[config.mk]
export PLATFORM = sky130hd
export DESIGN_NAME = periodic_tick_timer
export DESIGN_NICKNAME = d
export VERILOG_FILES = /design/src/rtl/tick_timer_pkg.sv /design/src/rtl/arm_edge_pulse.sv /design/src/rtl/period_store.sv /design/src/rtl/countdown_core.sv /design/src/rtl/periodic_tick_timer.sv
export SDC_FILE = /design/constraint.sdc
export NUM_CORES = 1
export LEC_CHECK = 0
export ABC_AREA = 1
export CORE_UTILIZATION = 40
export CTS_BUF_LIST = sky130_fd_sc_hd__clkbuf_4 sky130_fd_sc_hd__clkbuf_8
export DETAILED_ROUTE_END_ITERATION = 7
export DONT_BUFFER_PORTS = 1
export PLACE_DENSITY = 0.58
export SYNTH_ARGS = -nofsm -noshare
export SYNTH_HDL_FRONTEND = slang
export SYNTH_SLANG_ARGS = --single-unit
[constraint.sdc]
create_clock -name clk -period 1.4 [get_ports clk]
set_input_delay 0.28 -clock clk [delete_from_list [all_inputs] [get_ports clk]]
set_output_delay 0.28 -clock clk [all_outputs]
set_load 0.1 [all_outputs]
[src/rtl/tick_timer_pkg.sv]
// Shared definitions for the periodic tick timer.
// Assumes: nothing beyond IEEE 1800-2017.
package tick_timer_pkg;

    // Action the down-counter takes at the next clock edge.
    typedef enum logic [1:0] {
        CNT_OP_LOAD   = 2'd0,
        CNT_OP_REFILL = 2'd1,
        CNT_OP_STEP   = 2'd2
    } cnt_op_e;

endpackage

[src/rtl/arm_edge_pulse.sv]
// Turns the arm level into a single-clock load pulse on its 0-to-1
// transition. The history bit resets to 0, so a level that is already high
// when reset is released gives one pulse.
// Assumes: level_in is synchronous to clk.
module arm_edge_pulse (
    input  logic clk,
    input  logic rst_n,
    input  logic level_in,
    output logic pulse_out
);

    logic level_prev_q;

    // Purpose: remember the level seen at the previous edge.
    always_ff @(posedge clk) begin
        if (!rst_n) begin
            level_prev_q <= 1'b0;
        end else begin
            level_prev_q <= level_in;
        end
    end

    // Purpose: combine the present and previous levels into the pulse.
    always_comb begin
        pulse_out = level_in & ~level_prev_q;
    end

endmodule

[src/rtl/period_store.sv]
// Holds the period value captured at the last load. It is reused for every
// refill until the next load.
// Assumes: capture is a single-clock pulse; din is stable when it is high.
module period_store #(
    parameter int WIDTH = 8
) (
    input  logic             clk,
    input  logic             rst_n,
    input  logic             capture,
    input  logic [WIDTH-1:0] din,
    output logic [WIDTH-1:0] period
);

    localparam logic [WIDTH-1:0] RESET_PERIOD = {WIDTH{1'b1}};

    logic [WIDTH-1:0] period_q;

    // Purpose: capture the period on a load; otherwise hold it.
    always_ff @(posedge clk) begin
        if (!rst_n) begin
            period_q <= RESET_PERIOD;
        end else if (capture) begin
            period_q <= din;
        end
    end

    assign period = period_q;

endmodule

[src/rtl/countdown_core.sv]
// Down-counter with load, refill-at-zero and step actions, in that order of
// priority. at_zero decodes the counter state for the whole clock.
// Assumes: load is a single-clock pulse.
module countdown_core
    import tick_timer_pkg::*;
#(
    parameter int WIDTH = 8
) (
    input  logic             clk,
    input  logic             rst_n,
    input  logic             load,
    input  logic [WIDTH-1:0] load_val,
    input  logic [WIDTH-1:0] refill_val,
    output logic [WIDTH-1:0] count,
    output logic             at_zero
);

    localparam logic [WIDTH-1:0] RESET_COUNT = {WIDTH{1'b1}};
    localparam logic [WIDTH-1:0] ZERO_COUNT  = {WIDTH{1'b0}};
    localparam logic [WIDTH-1:0] ONE_STEP    = {{(WIDTH-1){1'b0}}, 1'b1};

    logic [WIDTH-1:0] count_q;
    logic [WIDTH-1:0] count_next;
    cnt_op_e          op_sel;

    // Purpose: pick the action for the next edge, with load first.
    always_comb begin
        if (load) begin
            op_sel = CNT_OP_LOAD;
        end else if (count_q == ZERO_COUNT) begin
            op_sel = CNT_OP_REFILL;
        end else begin
            op_sel = CNT_OP_STEP;
        end
    end

    // Purpose: form the next counter value from the chosen action.
    always_comb begin
        unique case (op_sel)
            CNT_OP_LOAD:   count_next = load_val;
            CNT_OP_REFILL: count_next = refill_val;
            default:       count_next = count_q - ONE_STEP;
        endcase
    end

    // Purpose: the counter register with synchronous reset to all ones.
    always_ff @(posedge clk) begin
        if (!rst_n) begin
            count_q <= RESET_COUNT;
        end else begin
            count_q <= count_next;
        end
    end

    assign count   = count_q;
    assign at_zero = (count_q == ZERO_COUNT);

endmodule

[src/rtl/periodic_tick_timer.sv]
// Programmable periodic tick generator. An arm edge loads reload_val. The
// tick is high once every (value + 1) clocks, and every clock for value 0.
// Assumes: reload_val is synchronous and stable before arm rises.
module periodic_tick_timer #(
    parameter int WIDTH = 8
) (
    input  logic             clk,
    input  logic             rst_n,
    input  logic             arm,
    input  logic [WIDTH-1:0] reload_val,
    output logic             tick
);

    logic             load_pulse;
    logic [WIDTH-1:0] period_q;
    logic [WIDTH-1:0] count_q;

    arm_edge_pulse u_arm_edge (
        .clk       (clk),
        .rst_n     (rst_n),
        .level_in  (arm),
        .pulse_out (load_pulse)
    );

    period_store #(
        .WIDTH (WIDTH)
    ) u_period_store (
        .clk     (clk),
        .rst_n   (rst_n),
        .capture (load_pulse),
        .din     (reload_val),
        .period  (period_q)
    );

    countdown_core #(
        .WIDTH (WIDTH)
    ) u_countdown (
        .clk        (clk),
        .rst_n      (rst_n),
        .load       (load_pulse),
        .load_val   (reload_val),
        .refill_val (period_q),
        .count      (count_q),
        .at_zero    (tick)
    );

endmodule

==> summary.md <==
| Metric | Value |
|---|---|
| Placer Congestion | 0.778 |
| CTS tree | built |
| CTS max path bufs | 2 |
| I/O pin count | 12 |
| Post-DP HPWL | between 1000 and 1500 microns |
| Fin crit period | 1.47 ns |
| Netlist cell types | 23 |
| Max Cap Violations | 0 |
| Crit end category | primary output |
| Power per cell area | 1030 nW/um^2 |
| Most frequent cells in the layout | 33 x nand2_1, 14 x nand3_1, 10 x buf_4, 10 x dfxtp_1, 8 x inv_1 |
| Reg2reg start | u_countdown.count[1] |
| Vias in the first global route | 655 |
| Initial Utilization | 0.427 |
| Worst Setup EP | tick |
| Hold Path Class | primary input to flop |
| Final WS setup | -0.0694 ns |
| RSZ-0062 raised after global routing | yes |
| Clk pin slew, worst setup/hold paths | about 0.090 ns |
| Met1 Use GR | 0.215 |
| Slew headroom | 0.838 |
| Worst IR Drop VDD | 0.696 mV |
| Number of placement rows | 16 |
| CP arrival | ~1.2 ns |
| Total core area | 1960 sq um |
| Reg2reg end | u_countdown.count[6] |
| Drt wl/cell | ~11 microns |
| Die Area | 2280 sq um |
| Die Wd | 47.8 microns |
| M3 GR Usage | 0.0453 |
| Fin. max-slew vios | 0 |
| TritonCTS buffer count | 3 |
| WS Path Type | flop to primary output |
| Post-Syn Area | between 800 and 900 sq um |
| Via density | ~5 |
| Worst-Margin Slew | approximately 0.24 ns |
| Ys flop type | dfxtp_1 |
| Max Freq | 681 MHz |
| Largest net degree at the start of global routing | 17 |
| Overflow after GRT | 0 |
| Hold Slack | 0.0689 ns |
| GRT Resource Usage Total | 0.180 |
| Period utilization | 1.05 |
| Outcome | complete, but fails checks |
| Initial antenna violation count | 0 |
| Commonest non-fill, non-tap cell in the layout | nand2_1 |
| Final ANT Viol Nets | 0 |
| Yosys warning total | 0 |
| Final setup vio count | 1 |
| Antenna cells | 0 |
| Final Power | 0.00106 W |
| Via count | 743 |
| Nets | around 140 |
| Async SR Flop Fraction | 0 |
| Endpoints failing hold | 0 |
| WL final | 1750 microns |
| Worst-skew pair later-pin latency | 0.29 ns |
| Register area share after synthesis | 0.406 |
| CTS root buffer | clkbuf_4 |
| CP startpoint | u_countdown.count[1] |
| Clk sinks | 17 |
| Worst path required time | 1.12 ns |
| Post-synthesis sequential element count | 17 |
| Post-synthesis cell count | 112 |
| Failing checks | negative setup slack |
| Starting DRT DRC Count | 20 |
| Share of layout cells above drive strength 1 | 0.304 |
| Met2 GRT Util | 0.292 |
| Avg Inst Size Synth | 7.48 sq um |
| Gr busiest metal | met2 |
| Area growth, synth to finish | 23.0% |
| R2R setup slack | about 0.1 ns |
| First-pass GRT wire length | 2700 microns |
| Worst setup SP type | flop |
| Total number of H-tree levels | 1 |
| Number of flops mapped to enable cells by yosys | 0 |
| Number of buffers added on ports | 0 |
| DRT Pass-1 Iters | 5 |
| DIE HEIGHT | 47.8 microns |
| DRC Markers | 0 |
| Worst Path Max Fanout | 4 |
| Final setup skew | 0.00206 ns |
| Static Leak | 0.516 nW |
| Synth Net Count | 125 |
| R2R depth | 8 |
cell families after synthesis:
group | Yosys count | share of synthesized area
AOI/OAI and AO/OA | 14 | 0.104
xor gates and xnor gates | 2 | 0.0209
buffers and inverters | 14 | 0.0687
and+or+nand+nor | 63 | 0.370
DFF | 17 | 0.406
adders and majority gates | 2 | 0.0298
layer usage:
layer  up-vias  part of all wire
li1        384                 -
met1       346              0.46
met2         8              0.48
met3         5             0.030
met4         0             0.024
met5         -                 0
cells in the mapped netlist (2+ instances only):
master   count  share of area
inv_2        2         0.0090
o21ai_0      2          0.012
a21oi_1      2          0.012
nor2_4       2          0.027
buf_2        2          0.012
nand2_1     33           0.15
ha_1         2          0.030
dfxtp_1     17           0.41
nand3_1     14          0.084
xor2_1       2          0.021
nand2_4      2          0.027
inv_1        9          0.040
nor2_1       7          0.031
o21ai_1      7          0.042
stage by stage:
step                      utilization  setup TNS [ns]  instances  area (sq um)  setup slack (ns)
after detailed placement        0.450               0        138           882            0.0903
after CTS                       0.520         -0.0647        151          1020           -0.0647
after global placement          0.450               0        138           882             0.129
final                           0.526         -0.0694        152          1030           -0.0694
after floorplan                     -               0        112           838            0.0620
after global routing            0.526          -0.113        152          1030            -0.113
state kept, by name (all words and copies together), names as in the netlist:
name and flops:
u_arm_edge.level_prev_q 1, u_countdown.count 8, u_period_store.period 8
power by group:
group          switching (W)  leakage (nW)  internal [W]
combinational       0.000114         0.357     0.0000955
sequential         0.0000330         0.141      0.000536
clock               0.000150        0.0184      0.000130
worst min-delay path by stage:
stage / start / to / depth (start not counted)
floorplan: arm / u_arm_edge.level_prev_q / 2
global placement: rst_n / u_countdown.count[6] / 1
finish: rst_n / u_countdown.count[6] / 1
global route: rst_n / u_period_store.period[7] / 1
CTS: rst_n / u_countdown.count[6] / 1
detailed placement: rst_n / u_countdown.count[6] / 1
worst max-delay path: stages (launching register included):
cell and delay (ns):
dfxtp_2 0.33, inv_2 0.07, ha_4 0.14, nand2_4 0.07, nor2_8 0.10, buf_12 0.18
timing repair:
action,CTS,global route
buffers inserted,9,1
pin swaps,6,0
setup endpoints to repair,1,1
hold buffers,0,0
resized for setup,14,2
area by class of cell:
class                           count  area [sq um]
Tap cell                           27          33.8
Sequential cell                    17           352
Multi-Input combinational cell     81           473
Inverter                           12          47.5
Clock buffer                        4          30.0
Fill cell                         203           931
Timing Repair Buffer               11          95.1
Note: power is estimated with default switching activity, not from simulation.
